File: src/rtl/stereo_att_pkg.sv
package stereo_att_pkg;
  localparam int CODE_W      = 8;
  localparam int LVL_W       = CODE_W + 1;
  localparam int LVL_SILENT  = 1 << CODE_W;
  localparam int STEPS_OCT   = 12;
  localparam int FRAC_BITS   = 16;
  localparam int GAIN_W      = FRAC_BITS + 1;
  localparam int NUM_CH      = 2;
endpackage

File: src/rtl/att_gain_rom.sv
module att_gain_rom
  import stereo_att_pkg::*;
(
  input  logic [LVL_W-1:0]  idx,
  output logic [GAIN_W-1:0] gain
);
  // 10^(-r/40) scaled by 2^FRAC_BITS, r = 0..11
  always_comb begin
    case (idx)
      LVL_W'(0):  gain = GAIN_W'(65536);
      LVL_W'(1):  gain = GAIN_W'(61870);
      LVL_W'(2):  gain = GAIN_W'(58409);
      LVL_W'(3):  gain = GAIN_W'(55142);
      LVL_W'(4):  gain = GAIN_W'(52057);
      LVL_W'(5):  gain = GAIN_W'(49145);
      LVL_W'(6):  gain = GAIN_W'(46396);
      LVL_W'(7):  gain = GAIN_W'(43801);
      LVL_W'(8):  gain = GAIN_W'(41350);
      LVL_W'(9):  gain = GAIN_W'(39037);
      LVL_W'(10): gain = GAIN_W'(36854);
      LVL_W'(11): gain = GAIN_W'(34792);
      default:    gain = '0;
    endcase
  end
endmodule

File: src/rtl/att_level_ramp.sv
module att_level_ramp
  import stereo_att_pkg::*;
(
  input  logic             clk,
  input  logic             rst,
  input  logic             step_en,
  input  logic [LVL_W-1:0] target,
  output logic [LVL_W-1:0] level
);
  always_ff @(posedge clk) begin
    if (rst) begin
      level <= '0;
    end else if (step_en) begin
      if (level < target)      level <= level + LVL_W'(1);
      else if (level > target) level <= level - LVL_W'(1);
    end
  end
endmodule

File: src/rtl/att_scale.sv
module att_scale
  import stereo_att_pkg::*;
#(
  parameter int DATA_W = 24
) (
  input  logic                     clk,
  input  logic                     rst,
  input  logic                     smp_valid,
  input  logic                     bypass,
  input  logic signed [DATA_W-1:0] din,
  input  logic [LVL_W-1:0]         level,
  output logic signed [DATA_W-1:0] dout
);
  localparam int PROD_W = DATA_W + GAIN_W + 1;

  logic [LVL_W-1:0]         oct;
  logic [LVL_W-1:0]         rem;
  logic [LVL_W-1:0]         shamt;
  logic [GAIN_W-1:0]        gain;
  logic signed [PROD_W-1:0] prod;

  assign oct   = level / LVL_W'(STEPS_OCT);
  assign rem   = level % LVL_W'(STEPS_OCT);
  assign shamt = LVL_W'(FRAC_BITS) + oct;

  att_gain_rom u_rom (.idx(rem), .gain(gain));

  assign prod = PROD_W'(din) * $signed({1'b0, gain});

  always_ff @(posedge clk) begin
    if (rst) begin
      dout <= '0;
    end else if (smp_valid) begin
      if (bypass)                           dout <= din;
      else if (level >= LVL_W'(LVL_SILENT)) dout <= '0;
      else                                  dout <= DATA_W'(prod >>> shamt);
    end
  end
endmodule

File: src/rtl/stereo_attenuator.sv
module stereo_attenuator
  import stereo_att_pkg::*;
#(
  parameter int DATA_W = 24
) (
  input  logic                     clk,
  input  logic                     rst,
  input  logic                     smp_valid,
  input  logic signed [DATA_W-1:0] in_left,
  input  logic signed [DATA_W-1:0] in_right,
  input  logic [CODE_W-1:0]        atten_left,
  input  logic [CODE_W-1:0]        atten_right,
  input  logic                     track_en,
  input  logic                     mute_pin,
  input  logic                     mute_bit,
  input  logic                     bypass,
  output logic                     out_valid,
  output logic signed [DATA_W-1:0] out_left,
  output logic signed [DATA_W-1:0] out_right
);
  logic                     mute_eff;
  logic [CODE_W-1:0]        code_sel [NUM_CH];
  logic [LVL_W-1:0]         tgt      [NUM_CH];
  logic [LVL_W-1:0]         lvl      [NUM_CH];
  logic signed [DATA_W-1:0] din      [NUM_CH];
  logic signed [DATA_W-1:0] dout     [NUM_CH];
  logic [LVL_W-1:0]         lvl_left, lvl_right;

  assign mute_eff    = mute_pin | mute_bit;
  assign code_sel[0] = atten_left;
  assign code_sel[1] = track_en ? atten_left : atten_right;
  assign din[0]      = in_left;
  assign din[1]      = in_right;

  for (genvar ch = 0; ch < NUM_CH; ch++) begin : g_ch
    assign tgt[ch] = mute_eff ? LVL_W'(LVL_SILENT) : {1'b0, code_sel[ch]};

    att_level_ramp u_ramp (
      .clk(clk), .rst(rst), .step_en(smp_valid),
      .target(tgt[ch]), .level(lvl[ch])
    );

    att_scale #(.DATA_W(DATA_W)) u_scale (
      .clk(clk), .rst(rst), .smp_valid(smp_valid), .bypass(bypass),
      .din(din[ch]), .level(lvl[ch]), .dout(dout[ch])
    );
  end

  always_ff @(posedge clk) begin
    if (rst) out_valid <= 1'b0;
    else     out_valid <= smp_valid;
  end

  assign out_left  = dout[0];
  assign out_right = dout[1];
  assign lvl_left  = lvl[0];
  assign lvl_right = lvl[1];
endmodule

File: config.mk
export PLATFORM = sky130hd
export DESIGN_NAME = stereo_attenuator
export DESIGN_NICKNAME = d
export VERILOG_FILES = /design/src/rtl/stereo_att_pkg.sv /design/src/rtl/att_gain_rom.sv /design/src/rtl/att_level_ramp.sv /design/src/rtl/att_scale.sv /design/src/rtl/stereo_attenuator.sv
export SDC_FILE = /design/constraint.sdc
export NUM_CORES = 2
export LEC_CHECK = 0
export BUFFER_PORTS_ARGS = -buffer_cell sky130_fd_sc_hd__buf_4
export CORE_ASPECT_RATIO = 0.75
export CORE_MARGIN = 4
export CORE_UTILIZATION = 50
export CTS_CLUSTER_SIZE = 14
export DETAILED_ROUTE_END_ITERATION = 10
export GPL_TIMING_DRIVEN = 0
export PLACE_DENSITY = 0.66
export SKIP_LAST_GASP = 1
export SYNTH_ARGS = -nofsm -noshare
export SYNTH_HDL_FRONTEND = slang
export SYNTH_SLANG_ARGS = --single-unit
File: constraint.sdc
create_clock -name clk -period 15.56 [get_ports clk]
set_input_delay 1.556 -clock clk [delete_from_list [all_inputs] [get_ports clk]]
set_output_delay 1.556 -clock clk [all_outputs]
set_load 0.005 [all_outputs]
# After elaboration in Yosys (flattened, before gate mapping)
# Memories as Yosys holds them, arrays and structs flattened.
# Cells that the tools add are included.
word_totals:
  regBits: 67
  rom_bits: 544
  in_bits: 71
  mem_count: 2
memory_table:
  columns: ["memory", "depth", "width", "read_ports", "rd_ports_with_merged_regs", "wr", "line_no", "source"]
  rows:
  - ["(name not given)", 16, 17, 1, 0, 0, "att_gain_rom.sv:9", "case (idx)"]
  - ["(name not given)", 16, 17, 1, 0, 0, "att_gain_rom.sv:9", null]
classes:
  addsub: 6
  multipliers: 2
  div: 4
  order_cmp: 6
  shifts: 2
  n_mux: 13
  bitwise_logic: 1
  reduce_logical: 6
ops:
  columns: ["operator", "n"]
  rows:
  - ["$mux W24", 4]
  - ["$mul A24 B18 Y42", 2]
  - ["$sshr A42 B9 Y24", 2]
  - ["$mux W9", 6]
  - ["$mux W17", 2]
  - ["$add A5 B9 Y9 const A", 2]
  - ["$add A9 B1 Y9 const B", 2]
  - ["$div A9 B4 Y9 const B", 2]
  - ["$ge A9 B9 Y1 const B", 2]
  - ["$gt A9 B9 Y1", 2]
  - ["$lt A9 B9 Y1", 2]
  - ["$mod A9 B4 Y9 const B", 2]
  - ["$sub A9 B1 Y9 const B", 2]
  - ["$logic_not A5 Y1", 2]
  - ["$mux W8", 1]
  - ["$reduce_and A2 Y1", 2]
  - ["$reduce_bool A2 Y1", 2]
  - ["$or A1 B1 Y1", 1]

# Longest topological paths before layout
logic_depth:
  depth_word: 7
  depth_mapped: 42
  depth_no_buf: 35

# By module
# From an unflattened synthesis, not the netlist that was laid out.
hier_totals:
  cells_unflattened: 5298
  hier_area_um2: 42907.4
by_module_without_submodules:
  columns: ["module", "n_inst", "cells_per_inst", "area_per_inst_um2", "seq_area_each_um2"]
  rows:
  - ["att_scale at g_ch[1].u_scale", 1, 2479, 20012.9, 480.5]
  - ["att_scale at g_ch[0].u_scale", 1, 2439, 19835.3, 480.5]
  - ["att_level_ramp", 2, 109, 929.6, 180.2]
  - ["att_gain_rom at g_ch[1].u_scale.u_rom", 1, 67, 494.2, 0.0]
  - ["att_gain_rom at g_ch[0].u_scale.u_rom", 1, 66, 488.0, 0.0]
  - ["stereo_attenuator", 1, 29, 217.7, 20.0]

# Least setup slack after synthesis
# OpenSTA, ideal clock, no wires.
synth_path:
  kind: "reg2reg"
  startpoint: "reg g_ch[1].u_ramp.level[5]"
  endpoint: "reg g_ch[1].u_scale.dout[12]"
  t_arrival_ns: 9.229
  required_ns: 15.444
  slack_ns: 6.215
  path_stages_with_launch: 37
  synth_period_minus_slack_ns: 9.345
  cell_sequence: "dfxtp_1 > buf_2 > and3b_1 > or3_1 > a32oi_1 > and2_1 > buf_2 > and2_1 > buf_4 > nor2_1 > a21oi_1 > nand2_1 > o21ai_0 > clkbuf_1 > nand2_1 > fa_1 > inv_1 > fa_1 > fa_1 > fa_1 > fa_1 > inv_1 > fa_1 > inv_1 > ha_1 > clkbuf_1 > a21o_1 > o211a_1 > o21ai_0 > a21boi_0 > o21ai_1 > a311oi_2 > mux2i_1 > o21ai_1 > a21oi_1 > a211o_1 > a31o_1"
synth_via:
  elab_chain_len: 7
  word_cells_on_any_way: 11
  cone_classes: "add/sub: 1; mul: 1; div: 2; order compare: 1; shift: 1; mux: 3; reduce/logical: 1; memory: 1"
synth_rtl:
  columns: ["item", "line_no", "source"]
  rows:
  - ["from (decl)", "att_level_ramp.sv:8", "output logic [LVL_W-1:0] level"]
  - ["from (signal assigned)", "att_level_ramp.sv:14", "if (level < target) level <= level + LVL_W'(1);"]
  - ["from (signal assigned)", "att_level_ramp.sv:15", "else if (level > target) level <= level - LVL_W'(1);"]
  - ["$mod A9 B4 Y9", "att_scale.sv:23", "assign rem = level % LVL_W'(STEPS_OCT);"]
  - ["$mem_v2 Z16 W17 or $logic_not A5 Y1 (tied branches)", null, null]
  - ["$mux W17", "att_gain_rom.sv:9", null]
  - ["$mul A24 B18 Y42", "att_scale.sv:28", "assign prod = PROD_W'(din) * $signed({1'b0, gain});"]
  - ["$sshr A42 B9 Y24", "att_scale.sv:36", "else dout <= DATA_W'(prod >>> shamt);"]
  - ["$mux W24 (*)", "att_scale.sv:35", "else if (level >= LVL_W'(LVL_SILENT)) dout <= '0;"]
  - ["$mux W24 (*)", "att_scale.sv:34", "if (bypass) dout <= din;"]
  - ["to (signal assigned)", "att_scale.sv:34", null]
  - ["to (signal assigned)", "att_scale.sv:36", null]
  - ["to (decl)", "att_scale.sv:12", "output logic signed [DATA_W-1:0] dout"]
# Mark *: on every way between the ends. The rest lies on a longest branch, timed or not.
# A chain may end at the register's enable or synchronous reset.

# Worst setup path in the final report
layout_path:
  startpoint: "reg g_ch[1].u_ramp.level[8]"
  endpoint: "reg g_ch[1].u_scale.dout[8]"
# The elaborated chain is that of the path after synthesis.

==> implementation parameters <==
Parameter                              Value

Placement
  Detail Placement HPWL ... around 140,000 um
  Number of buffer cells added on primary ports ... 99
  Final estimated routing congestion in global placement ... 1.03
  Worst slack at placement ... ~3100 ps
  Cell count after placement ... roughly 6,600

Detailed routing
  Detailed Routing Iterations Pass 1 ... 6
  DRT iter0 DRCs ... about 5,000
  Average routed wire per standard cell ... approximately 26 um
  Number of routed nets with antenna violations ... 0
  Via count ... about 40,000
  Vias per std cell ... between 6 and 7
  DRC violation count after routing ... 0
  Total wire length ... ~170,000 um

Setup path
  Maximum fanout encountered on the critical timing path ... 10
  Number of cells on the worst reg-to-reg path ... 37
  FF-to-FF End ... g_ch[1].u_scale.dout[8]
  Required arrival time at the worst endpoint ... about 16,000 ps
  Most frequent cell on the critical path ... sky130_fd_sc_hd__fa_1
  Longest individual stage delay on the worst path ... 1170 ps
  Critical path launch point ... g_ch[1].u_ramp.level[8]
  Crit path max-delay cell type ... sky130_fd_sc_hd__a21boi_1
  Category of the critical setup timing path ... reg -> reg
  Arrival time at the worst endpoint ... 13,190 ps
  Kind of end point of the critical path ... flop
  Element type at the critical path start ... flop
  Critical register-to-register path startpoint ... g_ch[1].u_ramp.level[8]
  Worst setup slack for register-to-register paths ... between 2000 and 3000 ps

Clocking
  Number of H-tree branching levels ... 3
  CTS tree ... built
  Clock transition at path regs ... ~60 ps
  Number of gates resized after cts ... 0
  Clock insertion delay at the later pin of the skew report ... roughly 350 ps
  Sink Count ... 67
  Post-CTS setup buffer count ... 0
  Longest Clk Path Bufs ... 2
  Count of hold-fix buffers inserted at cts ... 0
  CTS Buf Count ... 9
  Clk Tree Root Cell ... sky130_fd_sc_hd__clkbuf_16

Finish
  Leading cell type in the layout, fill and taps excluded ... sky130_fd_sc_hd__inv_1
  Commonest non-fill, non-tap cells in the layout ... sky130_fd_sc_hd__inv_1 (1,033), sky130_fd_sc_hd__fa_1 (804), sky130_fd_sc_hd__nand2_1 (677)
  Area growth from synthesis to final layout ... 6.00%
  Area taken by multi-input logic gates ... approximately 0.036 sq mm
  Number of fill cells ... between 8,000 and 9,000
  Net count reported at finish ... around 6,600
  Area of all sequential standard cells ... 0.00134 sq mm
  Fraction of final layout cells with drive strength greater than 1 ... 5.05%
  Fin cells ... 6,586

Floorplan
  Number of ports placed on the die boundary ... between 100 and 150
  Die Footprint ... roughly 0.09 sq mm
  Width of the die ... 346 um
  Core area ... about 0.084 sq mm
  Site Rows ... 92
  Floorplan die height ... about 260 um
  Effective utilization at floorplan ... slightly above 50%

STA
  Clock period minus worst slack ... approximately 13,000 ps
  RSZ-0062 raised after global routing ... no
  Slew at the pin closest to its max-slew limit ... around 1500 ps
  Post-route worst setup slack ... roughly 2600 ps
  Setup-failing EPs final ... 0
  Fmax ... between 70 and 80 MHz
  Relative slew slack ... 1.46%
  Aggregate negative setup slack ... 0 ps
  Number of hold violations in the final report ... 0
  Final worst path period share ... 83.5%
  Max-slew violations ... 0
  Worst setup skew after layout ... 9.30 ps

Global route
  Largest net degree at the start of global routing ... 13
  All-Layer GR Usage ... 37.2%
  Remaining global-route overflow ... 0
  Busiest metal layer after global routing ... met1
  Met3 Resource Use GR ... between 15 and 20%
  Wire length of the first global-routing pass ... between 200,000 and 300,000 um
  Met2 capacity usage during global routing ... approximately 48%
  Via count of the first global-routing pass ... between 30,000 and 40,000
  Initial antenna violation count ... 11
  Global routing usage on met1 ... 57.0%

Logic synthesis
  Number of warning messages in the yosys log ... 0
  Unique cell type count in the Yosys netlist ... 100
  Register area share after synthesis ... 3.14%
  Mean instance size in the synthesized netlist ... approximately 8 sq um
  Post-Synthesis Cell Area ... ~0.043 sq mm
  Fraction of the mapped netlist area in adder cells ... a little under half
  Simple-gate share of the synthesized area ... between 10% and 20%
  Count of flip-flops with a built-in enable after synthesis ... 0
  FFs w/ async S/R, synth ... 0%
  Synthesized netlist cell count ... ~5,300
  Compound-cell area share of the yosys netlist ... around 16%
  Synthesized Nets ... ~6,500
  Xor-xnor portion of the synthesized cell area ... roughly 1.6%
  Share of synthesized area spent on multiplexers ... 3.56%
  Most common flop cell mapped by yosys ... sky130_fd_sc_hd__dfxtp_1
  Main combinational cell family by area after synthesis ... adder cells
  Number of flip-flops and latches in the synthesized netlist ... 67

Worst hold path
  Number of cells on the worst hold path ... 2
  Endpoint of the worst hold-timing path ... g_ch[1].u_scale.dout[1]
  Hold Crit Class ... reg -> reg
  Startpoint of the most critical hold path ... g_ch[1].u_scale.dout[1]

Run
  Max capacitance violation total ... 0

Outcome
  Result of the run ... finished, final reports clean
[cell families after synthesis]
| kind of cell | Yosys count |
|---|---|
| xor+xnor | 78 |
| flops | 67 |
| simple gates | 1663 |
| mux | 147 |
| compound gates | 965 |
| fa+ha+maj | 1054 |
| buf+inv | 1352 |
[worst max-delay path by stage]
stage | endpoint | slack (ps) | depth (start not counted)
detailed placement | g_ch[1].u_scale.dout[5] | 3100 | 39
global route | g_ch[1].u_scale.dout[3] | 2110 | 36
floorplan | g_ch[1].u_scale.dout[12] | 6220 | 36
global placement | g_ch[1].u_scale.dout[3] | 2900 | 33
CTS | g_ch[1].u_scale.dout[5] | 3070 | 39
finish | g_ch[1].u_scale.dout[8] | 2570 | 37
[critical path: cells and delay by family (launching register included)]
family,cells,cell delay (ps)
compound gates,12,5050
fa+ha+maj,7,3320
buf+inv,12,2780
flops,1,440
simple gates,6,1220
[through the flow]
stage | cell area [sq um] | hold slack, ps | util, %
2_1_floorplan | 42700 | 476 | -
3_3_place_gp | 44900 | 511 | 53.2
3_5_place_dp | 44900 | 523 | 53.2
4_1_cts | 45200 | 530 | 53.6
5_1_grt | 45300 | 543 | 53.6
6_report | 45300 | 538 | 53.7
[sequential cells by signal, summed over array words and instances (netlist names)]
| register | count |
|---|---|
| g_ch.u_ramp.level | 18 |
| g_ch.u_scale.dout | 48 |
| out_valid | 1 |
[synthesized netlist by cell type, drive strengths merged, types with 9 or more instances]
| master | number | area share, % |
|---|---|---|
| mux2i | 108 | 2.5 |
| mux2 | 39 | 1.0 |
| xor2 | 25 | 0.51 |
| nor3 | 74 | 0.87 |
| a2111oi | 17 | 0.42 |
| a221oi | 9 | 0.18 |
| o22ai | 26 | 0.38 |
| a22oi | 28 | 0.52 |
| o21ai | 185 | 2.2 |
| nand3b | 10 | 0.18 |
| or2 | 19 | 0.28 |
| a211o | 26 | 0.54 |
| o31ai | 21 | 0.38 |
| clkbuf | 232 | 2.1 |
| a31oi | 34 | 0.50 |
| fa | 804 | 38 |
| nand2b | 31 | 0.45 |
| ha | 250 | 7.3 |
| xnor2 | 53 | 1.1 |
| nor2b | 64 | 0.94 |
| nor2 | 234 | 2.1 |
| and2 | 325 | 4.8 |
| and3 | 45 | 0.66 |
| o21bai | 16 | 0.28 |
| o21a | 41 | 0.72 |
| o221ai | 15 | 0.31 |
| a311oi | 24 | 0.52 |
| a21o | 53 | 0.93 |
| nor3b | 11 | 0.19 |
| or3 | 16 | 0.23 |
| inv | 1034 | 9.1 |
| nor4 | 18 | 0.30 |
| a21oi | 212 | 2.5 |
| nand4 | 24 | 0.35 |
| nand3 | 76 | 0.89 |
| o211ai | 53 | 0.98 |
| nand2 | 677 | 5.9 |
| buf | 84 | 0.98 |
| o211a | 18 | 0.42 |
| a21boi | 10 | 0.18 |
| a211oi | 79 | 1.5 |
| o311ai | 10 | 0.21 |
| dfxtp | 67 | 3.1 |
[routing by layer]
metal | part of all wire (%) | up-vias
met5 | 0.0077 | -
met3 | 17 | 182
met4 | 1.4 | 2
li1 | - | 17300
met2 | 36 | 2633
met1 | 45 | 19900
[final cells by class]
type | count | area share, %
Multi-Input combinational cell | 3907 | 79.9
Tap cell | 1128 | 3.12
Clock inverter | 6 | 0.191
Clock buffer | 10 | 0.528
Antenna cell | 11 | 0.0608
Buffer | 316 | 2.86
Timing Repair Buffer | 105 | 1.76
Sequential cell | 67 | 2.96
Inverter | 1036 | 8.59
Power is left out: the tool's default activity adds up to more than one toggle a clock period on the data nets, which glitch-free logic cannot reach.
